--- config.mk ---
export PLATFORM = sky130hd
export DESIGN_NAME = nor_pio_ctrl
export DESIGN_NICKNAME = d
export VERILOG_FILES = /design/src/rtl/nor_pio_pkg.sv /design/src/rtl/nor_trig_pick.sv /design/src/rtl/nor_frame_engine.sv /design/src/rtl/nor_pio_ctrl.sv
export SDC_FILE = /design/constraint.sdc
export NUM_CORES = 1
export LEC_CHECK = 0
export BUFFER_PORTS_ARGS = -buffer_cell sky130_fd_sc_hd__buf_2
export CORE_MARGIN = 2
export CORE_UTILIZATION = 65
export CTS_BUF_LIST = sky130_fd_sc_hd__clkbuf_2 sky130_fd_sc_hd__clkbuf_4 sky130_fd_sc_hd__clkbuf_8
export DETAILED_ROUTE_END_ITERATION = 10
export GPL_TIMING_DRIVEN = 1
export PLACE_DENSITY = 0.9
export SYNTH_ARGS = -nofsm -noshare
export SYNTH_HDL_FRONTEND = slang
export SYNTH_SLANG_ARGS = --single-unit
export TNS_END_PERCENT = 1
--- constraint.sdc ---
create_clock -name clk -period 4.44 [get_ports clk]
set_input_delay 0.444 -clock clk [delete_from_list [all_inputs] [get_ports clk]]
set_output_delay 0.444 -clock clk [all_outputs]
set_load 0.02 [all_outputs]
--- src/rtl/nor_pio_pkg.sv ---
package nor_pio_pkg;

    typedef enum logic [2:0] {
        SQ_IDLE, SQ_READ, SQ_STAT, SQ_PROG,
        SQ_WEN_BYTE, SQ_WEN_STAT, SQ_PAGE, SQ_WSTAT
    } seq_state_t;

    typedef enum logic [1:0] {EN_IDLE, EN_LOW, EN_HIGH, EN_GAP} eng_state_t;

    localparam logic [4:0] OFS_CMD  = 5'd0;
    localparam logic [4:0] OFS_BITS = 5'd1;
    localparam logic [4:0] OFS_STAT = 5'd2;
    localparam logic [4:0] OFS_RDAT = 5'd3;
    localparam logic [4:0] OFS_AH   = 5'd4;
    localparam logic [4:0] OFS_AM   = 5'd5;
    localparam logic [4:0] OFS_AL   = 5'd6;
    localparam logic [4:0] OFS_WDAT = 5'd7;
    localparam logic [4:0] OFS_CAPT = 5'd14;
    localparam logic [4:0] OFS_LOCK = 5'd15;
    localparam logic [4:0] OFS_PRG  = 5'd16;

    localparam logic [7:0] OP_READ = 8'h03;
    localparam logic [7:0] OP_RDSR = 8'h05;
    localparam logic [7:0] OP_WREN = 8'h06;
    localparam logic [7:0] OP_PAGE = 8'h02;
    localparam logic [7:0] OP_WRSR = 8'h01;
    localparam logic [7:0] UNLOCK_KEY = 8'h30;

    localparam int TRG_RD = 0;
    localparam int TRG_ST = 1;
    localparam int TRG_PG = 2;
    localparam int TRG_WB = 4;
    localparam int TRG_WS = 5;
    localparam int BIT_AINC = 7;
    localparam logic [7:0] TRIG_MASK = 8'h37;

endpackage

--- src/rtl/nor_trig_pick.sv ---
module nor_trig_pick #(
    parameter int W = 8
) (
    input  logic [W-1:0] req_i,
    output logic [W-1:0] grant_o
);
    logic [W:0] seen;
    assign seen[0] = 1'b0;

    generate
        for (genvar i = 0; i < W; i++) begin : g_pick
            assign grant_o[i]  = req_i[i] & ~seen[i];
            assign seen[i + 1] = seen[i] | req_i[i];
        end
    endgenerate
endmodule

--- src/rtl/nor_frame_engine.sv ---
module nor_frame_engine
    import nor_pio_pkg::*;
#(
    parameter int CLK_DIV = 4,
    parameter int FRAME_W = 48,
    parameter int NB_W    = $clog2(FRAME_W + 1)
) (
    input  logic               clk,
    input  logic               rst_n,
    input  logic               start_i,
    input  logic [FRAME_W-1:0] frame_i,
    input  logic [NB_W-1:0]    nbits_i,
    output logic               done_o,
    output logic [7:0]         rx_o,
    output logic               sck_o,
    output logic               cs_n_o,
    output logic               mosi_o,
    input  logic               miso_i
);
    localparam int HALF = (CLK_DIV < 2) ? 1 : CLK_DIV / 2;
    localparam int GAP  = 4 * HALF;
    localparam int HC_W = $clog2(GAP + 1);

    eng_state_t state_q, state_d;
    logic [HC_W-1:0]    hc_q;
    logic [FRAME_W-1:0] tx_q;
    logic [NB_W-1:0]    nb_q, bit_q;
    logic [7:0]         rx_q;
    logic               sck_q, cs_n_q, done_q;

    wire half_end = (hc_q == HC_W'(HALF - 1));
    wire gap_end  = (hc_q == HC_W'(GAP - 1));
    wire last_bit = (bit_q == nb_q - 1'b1);

    always_ff @(posedge clk or negedge rst_n) begin
        if (!rst_n) state_q <= EN_IDLE;
        else        state_q <= state_d;
    end

    always_comb begin
        state_d = state_q;
        unique case (state_q)
            EN_IDLE: if (start_i)  state_d = EN_LOW;
            EN_LOW:  if (half_end) state_d = EN_HIGH;
            EN_HIGH: if (half_end) state_d = last_bit ? EN_GAP : EN_LOW;
            EN_GAP:  if (gap_end)  state_d = EN_IDLE;
        endcase
    end

    always_ff @(posedge clk or negedge rst_n) begin
        if (!rst_n) begin
            hc_q <= '0; tx_q <= '0; nb_q <= '0; bit_q <= '0; rx_q <= '0;
            sck_q <= 1'b0; cs_n_q <= 1'b1; done_q <= 1'b0;
        end else begin
            done_q <= 1'b0;
            unique case (state_q)
                EN_IDLE: if (start_i) begin
                    cs_n_q <= 1'b0;
                    tx_q   <= frame_i;
                    nb_q   <= nbits_i;
                    bit_q  <= '0;
                    hc_q   <= '0;
                end
                EN_LOW: if (half_end) begin
                    hc_q  <= '0;
                    sck_q <= 1'b1;
                    rx_q  <= {rx_q[6:0], miso_i};
                end else hc_q <= hc_q + 1'b1;
                EN_HIGH: if (half_end) begin
                    hc_q  <= '0;
                    sck_q <= 1'b0;
                    tx_q  <= tx_q << 1;
                    bit_q <= bit_q + 1'b1;
                    if (last_bit) cs_n_q <= 1'b1;
                end else hc_q <= hc_q + 1'b1;
                EN_GAP: if (gap_end) begin
                    hc_q   <= '0;
                    done_q <= 1'b1;
                end else hc_q <= hc_q + 1'b1;
            endcase
        end
    end

    assign done_o = done_q;
    assign rx_o   = rx_q;
    assign sck_o  = sck_q;
    assign cs_n_o = cs_n_q;
    assign mosi_o = tx_q[FRAME_W-1];

    AST_SCK_LOW_DESELECTED: assert property (@(posedge clk) disable iff (!rst_n)
        cs_n_q |-> !sck_q);
    AST_MOSI_HELD: assert property (@(posedge clk) disable iff (!rst_n)
        (!cs_n_q && $past(!cs_n_q) && !$fell(sck_q)) |-> $stable(mosi_o));
    AST_START_WHEN_IDLE: assert property (@(posedge clk) disable iff (!rst_n)
        start_i |-> (state_q == EN_IDLE));
endmodule

--- src/rtl/nor_pio_ctrl.sv ---
module nor_pio_ctrl
    import nor_pio_pkg::*;
#(
    parameter int CLK_DIV   = 4,
    parameter int PRG_BYTES = 6
) (
    input  logic       clk,
    input  logic       rst_n,
    input  logic       reg_wr,
    input  logic [4:0] reg_addr,
    input  logic [7:0] reg_wdata,
    output logic [7:0] reg_rdata,
    output logic       sck,
    output logic       cs_n,
    output logic       mosi,
    input  logic       miso
);
    localparam int ADDR_W  = 24;
    localparam int FRAME_W = 8 * PRG_BYTES;
    localparam int NB_W    = $clog2(FRAME_W + 1);
    localparam int PAD_RD  = FRAME_W - 8 - ADDR_W;
    localparam int PAD_PG  = FRAME_W - 16 - ADDR_W;
    localparam int PAD_SR  = FRAME_W - 16;

    seq_state_t seq_q, seq_d;
    logic [7:0]        busy_q, grant, bits_q, stat_q, rdat_q, wdat_q, capt_q;
    logic              ainc_q, unlk_q, start_q;
    logic [ADDR_W-1:0] addr_q;
    logic [7:0]        prg_q [PRG_BYTES];
    logic [FRAME_W-1:0] frame;
    logic [NB_W-1:0]   nbits;
    logic              eng_done;
    logic [7:0]        eng_rx;

    nor_trig_pick #(.W(8)) u_pick (
        .req_i  (reg_wdata & TRIG_MASK),
        .grant_o(grant)
    );

    wire cmd_wr  = reg_wr && (reg_addr == OFS_CMD);
    wire accept  = cmd_wr && unlk_q && (seq_q == SQ_IDLE) && (|grant)
                   && !(grant[TRG_PG] && (bits_q == 8'd0));
    wire wen_end = eng_done && (seq_q == SQ_WEN_BYTE || seq_q == SQ_WEN_STAT);
    wire job_end = eng_done && !wen_end;
    wire addr_wr = reg_wr && (reg_addr == OFS_AH || reg_addr == OFS_AM || reg_addr == OFS_AL);

    always_ff @(posedge clk or negedge rst_n) begin
        if (!rst_n) seq_q <= SQ_IDLE;
        else        seq_q <= seq_d;
    end

    always_comb begin
        seq_d = seq_q;
        unique case (seq_q)
            SQ_IDLE: if (accept) begin
                if (grant[TRG_RD])      seq_d = SQ_READ;
                else if (grant[TRG_ST]) seq_d = SQ_STAT;
                else if (grant[TRG_PG]) seq_d = SQ_PROG;
                else if (grant[TRG_WB]) seq_d = SQ_WEN_BYTE;
                else                    seq_d = SQ_WEN_STAT;
            end
            SQ_WEN_BYTE: if (eng_done) seq_d = SQ_PAGE;
            SQ_WEN_STAT: if (eng_done) seq_d = SQ_WSTAT;
            SQ_READ, SQ_STAT, SQ_PROG, SQ_PAGE, SQ_WSTAT:
                if (eng_done) seq_d = SQ_IDLE;
        endcase
    end

    always_comb begin
        frame = '0;
        nbits = '0;
        unique case (seq_q)
            SQ_READ: begin
                frame = {OP_READ, addr_q, {PAD_RD{1'b0}}};
                nbits = NB_W'(40);
            end
            SQ_STAT: begin
                frame = {OP_RDSR, {(FRAME_W - 8){1'b0}}};
                nbits = NB_W'(16);
            end
            SQ_PROG: begin
                for (int i = 0; i < PRG_BYTES; i++) frame[8*i +: 8] = prg_q[i];
                nbits = (bits_q > 8'(FRAME_W)) ? NB_W'(FRAME_W) : NB_W'(bits_q);
            end
            SQ_WEN_BYTE, SQ_WEN_STAT: begin
                frame = {OP_WREN, {(FRAME_W - 8){1'b0}}};
                nbits = NB_W'(8);
            end
            SQ_PAGE: begin
                frame = {OP_PAGE, addr_q, wdat_q, {PAD_PG{1'b0}}};
                nbits = NB_W'(40);
            end
            SQ_WSTAT: begin
                frame = {OP_WRSR, wdat_q, {PAD_SR{1'b0}}};
                nbits = NB_W'(16);
            end
            default: ;
        endcase
    end

    always_ff @(posedge clk or negedge rst_n) begin
        if (!rst_n) begin
            busy_q <= '0; ainc_q <= 1'b0; unlk_q <= 1'b0; start_q <= 1'b0;
            bits_q <= '0; stat_q <= '0; rdat_q <= '0; wdat_q <= '0;
            capt_q <= '0; addr_q <= '0;
            for (int i = 0; i < PRG_BYTES; i++) prg_q[i] <= '0;
        end else begin
            start_q <= accept || wen_end;
            if (reg_wr) begin
                unique case (reg_addr)
                    OFS_BITS: bits_q <= reg_wdata;
                    OFS_AH:   addr_q[23:16] <= reg_wdata;
                    OFS_AM:   addr_q[15:8]  <= reg_wdata;
                    OFS_AL:   addr_q[7:0]   <= reg_wdata;
                    OFS_WDAT: wdat_q <= reg_wdata;
                    OFS_LOCK: unlk_q <= (reg_wdata == UNLOCK_KEY);
                    default: ;
                endcase
                for (int i = 0; i < PRG_BYTES; i++)
                    if (reg_addr == OFS_PRG + 5'(i)) prg_q[i] <= reg_wdata;
            end
            if (accept) begin
                busy_q <= grant;
                ainc_q <= reg_wdata[BIT_AINC];
            end
            if (job_end) begin
                busy_q <= '0;
                ainc_q <= 1'b0;
                if (seq_q == SQ_READ) rdat_q <= eng_rx;
                if (seq_q == SQ_STAT) stat_q <= eng_rx;
                if (seq_q == SQ_PROG) capt_q <= eng_rx;
                if (ainc_q && (seq_q == SQ_READ || seq_q == SQ_PAGE))
                    addr_q <= addr_q + 1'b1;
            end
        end
    end

    always_comb begin
        reg_rdata = '0;
        unique case (reg_addr)
            OFS_CMD:  reg_rdata = busy_q | {ainc_q, 7'b0};
            OFS_BITS: reg_rdata = bits_q;
            OFS_STAT: reg_rdata = stat_q;
            OFS_RDAT: reg_rdata = rdat_q;
            OFS_AH:   reg_rdata = addr_q[23:16];
            OFS_AM:   reg_rdata = addr_q[15:8];
            OFS_AL:   reg_rdata = addr_q[7:0];
            OFS_WDAT: reg_rdata = wdat_q;
            OFS_CAPT: reg_rdata = capt_q;
            OFS_LOCK: reg_rdata = unlk_q ? UNLOCK_KEY : 8'h00;
            default: ;
        endcase
        for (int i = 0; i < PRG_BYTES; i++)
            if (reg_addr == OFS_PRG + 5'(i)) reg_rdata = prg_q[i];
    end

    nor_frame_engine #(.CLK_DIV(CLK_DIV), .FRAME_W(FRAME_W), .NB_W(NB_W)) u_eng (
        .clk    (clk),
        .rst_n  (rst_n),
        .start_i(start_q),
        .frame_i(frame),
        .nbits_i(nbits),
        .done_o (eng_done),
        .rx_o   (eng_rx),
        .sck_o  (sck),
        .cs_n_o (cs_n),
        .mosi_o (mosi),
        .miso_i (miso)
    );

    AST_BUSY_ONEHOT: assert property (@(posedge clk) disable iff (!rst_n)
        $onehot0(busy_q));
    AST_LOCKED_STAYS_IDLE: assert property (@(posedge clk) disable iff (!rst_n)
        (!unlk_q && seq_q == SQ_IDLE) |=> (seq_q == SQ_IDLE));
    AST_ADDR_HOLD: assert property (@(posedge clk) disable iff (!rst_n)
        (!addr_wr && !eng_done) |=> $stable(addr_q));
    AST_BUSY_WHILE_RUNNING: assert property (@(posedge clk) disable iff (!rst_n)
        (seq_q != SQ_IDLE) |-> (busy_q != 8'd0));
endmodule

* Yosys cells after proc, flatten, opt, wreduce, memory -nomap -nowiden
Cells that the tools add are included.
W data, S select, Z words.
** Word-level totals
- Register bits after elaboration :: 203
- Output and inout bits :: 11
- Bits in read-only memories :: 0
- Memories kept :: 0
- Word-level logic and storage cells :: 182
- Input port bits :: 17
- Bits in latches :: 0
- Bits in writable memories :: 0
** Operators by class
- Multipliers :: 0
- Shifts and indexed selects :: 0
- Reduce and logical (&&, ||, !) cells :: 46
- Muxes and demuxes :: 55
- Bitwise gates (word level) :: 12
- Add/subtract/negate cells :: 4
- $lt $le $gt $ge :: 1
- Divide/modulo/power cells :: 0
- Eq/ne operators :: 38
** Operators with widths (count)
- $pmux W48 S6 :: 1
- $mux W48 :: 2
- $pmux W48 S2 :: 1
- $mux W8 :: 11
- $pmux W8 S10 :: 1
- $mux W24 :: 3
- $eq A5 B5 Y1 const B :: 6
- $reduce_and A2 Y1 :: 14
- $add A24 B1 Y24 const B :: 1
- $mux W6 :: 4
- $pmux W6 S4 :: 1
- $mux W3 :: 7
- $eq A5 B3 Y1 const B :: 4
- $ne A2 B1 Y1 const B :: 7
- $eq A3 B3 Y1 const B :: 4
- $mux W4 :: 3
- $pmux W3 S4 :: 1
- $pmux W4 S3 :: 1
- $pmux W6 S2 :: 1
- $reduce_and A4 Y1 :: 3
- $eq A5 B2 Y1 const B :: 2
- $eq A5 B4 Y1 const B :: 2
- $mux W1 :: 10
- $mux W2 :: 5
- 31 further kinds :: 61

* Logic depth before layout (Yosys ltp)
- Depth after elaboration :: 10
- Mapped depth :: 9
- Gate-level depth less buffers :: 7

* Modules after synthesis
Synthesis repeated with hierarchy kept, for this count alone.
** Second synthesis, totals
- Cell total of the unflattened synthesis :: 1162
- Area total of the unflattened synthesis :: 11506.0 µm²
** Modules (own cells, without submodules)
- nor_pio_ctrl :: cells an instance 805, area each 7711.1 µm², instances 1
- nor_frame_engine :: cells an instance 346, area each 3711.1 µm², instances 1
- nor_trig_pick :: cells an instance 11, area each 83.8 µm², instances 1

* Worst setup path before layout
OpenSTA, ideal clock, no wires.
- Path type :: input -> output
- From :: in reg_addr[3]
- To :: out reg_rdata[5]
- Buffers on the path :: 2
- Data required time :: 3.996 ns
- Data arrival time :: 2.118 ns
- Slack :: 1.878 ns
- Stages on the path :: 7
- Path through :: buf_2 > or3b_2 > buf_2 > nor3_2 > a22oi_1 > and3_1 > a31oi_1
** Between the ends
- Cells in the longest elaborated chain, start to end :: 8
** Ends and longest elaborated chain
- start, declared :: line nor_pio_ctrl.sv:10 : input logic [4:0] reg_addr,
- $eq A5 B4 Y1, or another cell as far along :: line nor_pio_ctrl.sv:140 : unique case (reg_addr)
- $pmux W8 S10 :: line nor_pio_ctrl.sv:140
- $mux W8 (5 in a row) :: line nor_pio_ctrl.sv:154 : if (reg_addr == OFS_PRG + 5'(i)) reg_rdata = prg_q[i];
- $mux W8 * :: line nor_pio_ctrl.sv:154
- end, declared :: line nor_pio_ctrl.sv:12 : output logic [7:0] reg_rdata,
Mark *: on every way between the ends. The rest lies on a longest branch, timed or not.

* Worst setup path after layout
- From :: reg seq_q[2]
- To :: reg addr_q[12]
** Between the ends
- Cells in the longest elaborated chain, start to end :: 6
** Ends and longest elaborated chain
- start, declared :: line nor_pio_ctrl.sv:25 : seq_state_t seq_q, seq_d;
- start signal, assigned :: line nor_pio_ctrl.sv:49 : else seq_q <= seq_d;
- $eq A3 B3 Y1 :: line nor_pio_ctrl.sv:43 : wire wen_end = eng_done && (seq_q == SQ_WEN_BYTE || seq_q == SQ_WEN_STAT);
- $logic_or A1 B1 Y1 :: line nor_pio_ctrl.sv:43
- $logic_and A1 B1 Y1 :: line nor_pio_ctrl.sv:43
- $logic_not A1 Y1 :: line nor_pio_ctrl.sv:44 : wire job_end = eng_done && !wen_end;
- $logic_and A1 B1 Y1 :: line nor_pio_ctrl.sv:44
- $mux W24 * :: line nor_pio_ctrl.sv:126 : if (job_end) begin
- end signal, assigned :: line nor_pio_ctrl.sv:113 : OFS_AM: addr_q[15:8] <= reg_wdata;
- end signal, assigned :: line nor_pio_ctrl.sv:133 : addr_q <= addr_q + 1'b1;
- end, declared :: line nor_pio_ctrl.sv:28 : logic [ADDR_W-1:0] addr_q;
Marks and branches as above.
A chain may end at the register's enable or synchronous reset.

==> flow_metrics.tcl <==
set metrics [dict create \
    swShare 0.3456 \
    syn_inst 1143 \
    synth-compound-area-share 0.2000 \
    cts_buffers 17 \
    cts_num_sinks 200 \
    cts_hold_buf 0 \
    die-height_um 135.3 \
    synth_edf_count 0 \
    grt_pass1_wl_mm 53.63 \
    timing.final.max_slew_violations 0 \
    grt_max_degree 138 \
    wl_met1_mm 14.26 \
    synth_top_family_by_area "compound AO/OA/AOI/OAI gates" \
    reg2regPathDepth 5 \
    drc_errors 0 \
    vias_per_cell 7.120 \
    antenna_found_initial 0 \
    required_ps 4840 \
    drt_iter0_markers 1419 \
    cts_tree "built" \
    row_count 48 \
    skew_ps 20.17 \
    post_cts_buffers 0 \
    ys_ff_latch 200 \
    syn_to_final_growth_pct 4.834 \
    core-area_um2 17060 \
    synth-adder-area-share 0.01116 \
    clock.fmax_ghz 0.3113 \
    synth_ff_type "dfrtp_1" \
    placed_cells 1316 \
    ys_seq_area_frac 0.4467 \
    synth.distinct_cells 77 \
    synth_area_per_cell_um2 9.805 \
    yosysWarnings 0 \
    ios 28 \
    synth-simple-area-share 0.1541 \
    first_global_vias 8847 \
    path_clk_slew_ps 120 \
    pwr-share-seq 0.556 \
    root_buffer "clkbuf_8" \
    dieArea_um2 18310 \
    routed_wl_mm 35.29 \
    synth_area_um2 11210 \
    powerDensity_nw_per_um2 358.5 \
    p_int_mw 2.757 \
    gp_congestion 1.073 \
    power.switching_mw 1.456 \
    post-place-ws_ps 1322 \
    synth_mux_area_frac 0.1352 \
    clkLatencyLatePin_ps 500 \
    die-width_um 135.3 \
    cp_data_arrival_time_ps 3610 \
    setup_viol 0 \
    maxSlewHeadroom 0.1484 \
    diodes 0 \
    crit_fanout 23 \
    clock_power_share 0.296 \
    dr_wl_met3_mm 4.391 \
    path_class "reg2reg" \
    cap_violations 0 \
    h-tree-depth 4 \
    status "finished clean" \
    ir_drop_uv 323.6 \
    place_hpwl_mm 25.38 \
    worst_slew_pin_slew_ps 1272 \
    portBuffers 27 \
    leakagePower_nw 5.156 \
    async_reset_ff_frac 1.000 \
    synthesis.nets 1170 \
    drive_gt1_frac 0.1923 \
    period_share 0.7236 \
    wl_met2_mm 15.10 \
    vias 9598 \
    start_kind "register" \
    crit_path_end_kind "register" \
    overflow 0 \
    synth_xor_area_frac 0.009378 \
    final_cells 1348 \
    final.min_clock_period_ps 3213 \
    firstDrtPassIters 7 \
    maxUsedRoutingLayer "met4" \
    hold_class "in2async" \
    clockBufferDepth 2 \
    final-hold-violation-count 0 \
    rsz0062_at_grt "false" \
    pwr-share-comb 0.148 \
    antenna_left 0 \
    wire_per_inst_um 26.18 \
    cts.repair.resized 0 \
    setup_tns_ps 0 \
    initial_core_util 0.6571 \
    worst_slack_ps 1227 \
    grt_util_all_layers 0.3950 \
    nNetsFinal 1137 \
]
==> power groups by stage <==
| stage | Combinational (mW) | Clock [mW] | Sequential [mW] |
|---|---|---|---|
| 6_report | 0.624 | 1.25 | 2.34 |
| 5_1_grt | 0.671 | 1.31 | 2.33 |
| 4_1_cts | 0.609 | 1.24 | 2.30 |
| 3_5_place_dp | 0.605 | 0 | 2.33 |
| 3_3_place_gp | 0.590 | 0 | 2.34 |
| 2_1_floorplan | 0.472 | 0 | 2.14 |
==> routing by layer <==
metal  vias to the layer above  global-route usage
li1                       4160                   -
met1                      4648              0.5653
met2                       651              0.5742
met3                       139              0.1122
met4                         0              0.1505
met5                         -                   0
==> Yosys cell counts, drive strengths merged, types with 17 or more instances <==
cell | number | share of area
a21oi | 71 | 0.032
a22o | 24 | 0.019
mux2 | 119 | 0.12
a22oi | 41 | 0.027
nand2 | 100 | 0.033
dfrtp | 199 | 0.44
clkbuf | 56 | 0.019
nand3 | 24 | 0.011
o21ai | 76 | 0.034
nor3 | 22 | 0.011
nor2b | 17 | 0.0095
buf | 37 | 0.019
nor2 | 96 | 0.032
==> path summary, 6_finish.rpt <==
| kind | startpoint | endpoint | slack (ps) |
|---|---|---|---|
| max | seq_q[2]$_DFFE_PN0P_ | addr_q[12]$_DFF_PN0_ | 1230 |
| max reg2reg | seq_q[2]$_DFFE_PN0P_ | addr_q[12]$_DFF_PN0_ | 1230 |
| min in group clk | miso | u_eng.rx_o[0]$_DFFE_PN0P_ | 180 |
| min | rst_n | u_eng.bit_q[3]$_DFFE_PN0P_ | 130 |
| min reg2reg | u_eng.tx_q[23]$_DFFE_PN0P_ | u_eng.tx_q[23]$_DFFE_PN0P_ | 490 |
| max in group asynchronous | rst_n | addr_q[7]$_DFF_PN0_ | 3380 |
==> through the flow <==
stage	cell area [um2]	util	total power, mW	hold slack, ps
floorplan	11210	-	2.610	148.4
finish	11750	0.6888	4.212	128.3
global route	11750	0.6888	4.313	173.2
CTS	11750	0.6888	4.152	176.6
global placement	11330	0.6644	2.925	461.1
detailed placement	11330	0.6644	2.937	471.0
==> kinds of logic after synthesis <==
kind of cell    after synthesis
simple gates                346
compound gates              332
flops                       200
mux                         134
buf+inv                     109
xor+xnor                     12
fa+ha+maj                    10
==> critical path: stages, from the launching register on <==
cell	delay (ps)
dfrtp_1	800
and3b_1	720
o211a_1	740
and2_1	480
a211oi_1	140
a311oi_1	240
==> sequential cells by signal (all words and copies together) (netlist names), 3 cells and up <==
signal and flops:
prg_q 48, u_eng.bit_q 6, capt_q 8, bits_q 8, busy_q 5, u_eng.hc_q 4
stat_q 8, u_eng.rx_o 8, rdat_q 8, u_eng.tx_q 48, u_eng.nb_q 6, seq_q 3
addr_q 24, wdat_q 8
==> placed cells by master (no fill, tap or decap), types with 14 or more instances in the layout <==
master / synthesis / final
clkbuf_8: 0 / 18
a22o_1: 24 / 24
buf_4: 3 / 14
a21oi_1: 71 / 71
mux2_2: 119 / 119
a211oi_1: 15 / 15
nand2_1: 100 / 100
buf_2: 19 / 26
dfrtp_1: 199 / 199
o21ai_0: 76 / 76
nand3_1: 24 / 24
a22oi_1: 41 / 41
inv_1: 15 / 15
nor3_1: 20 / 20
nor2_1: 96 / 96
nor2b_1: 17 / 16
==> area by class of cell <==
type                       count  area (um2)
multi-input combinational    834        5719
fill                        1264        5308
sequential                   200        5006
tap                          225       281.5
timing repair buffer          42       269.0
clock buffer                  18       241.5
clock inverter                14       175.2
inverter                      15       56.30
Note: power is estimated with default switching activity, not from simulation.
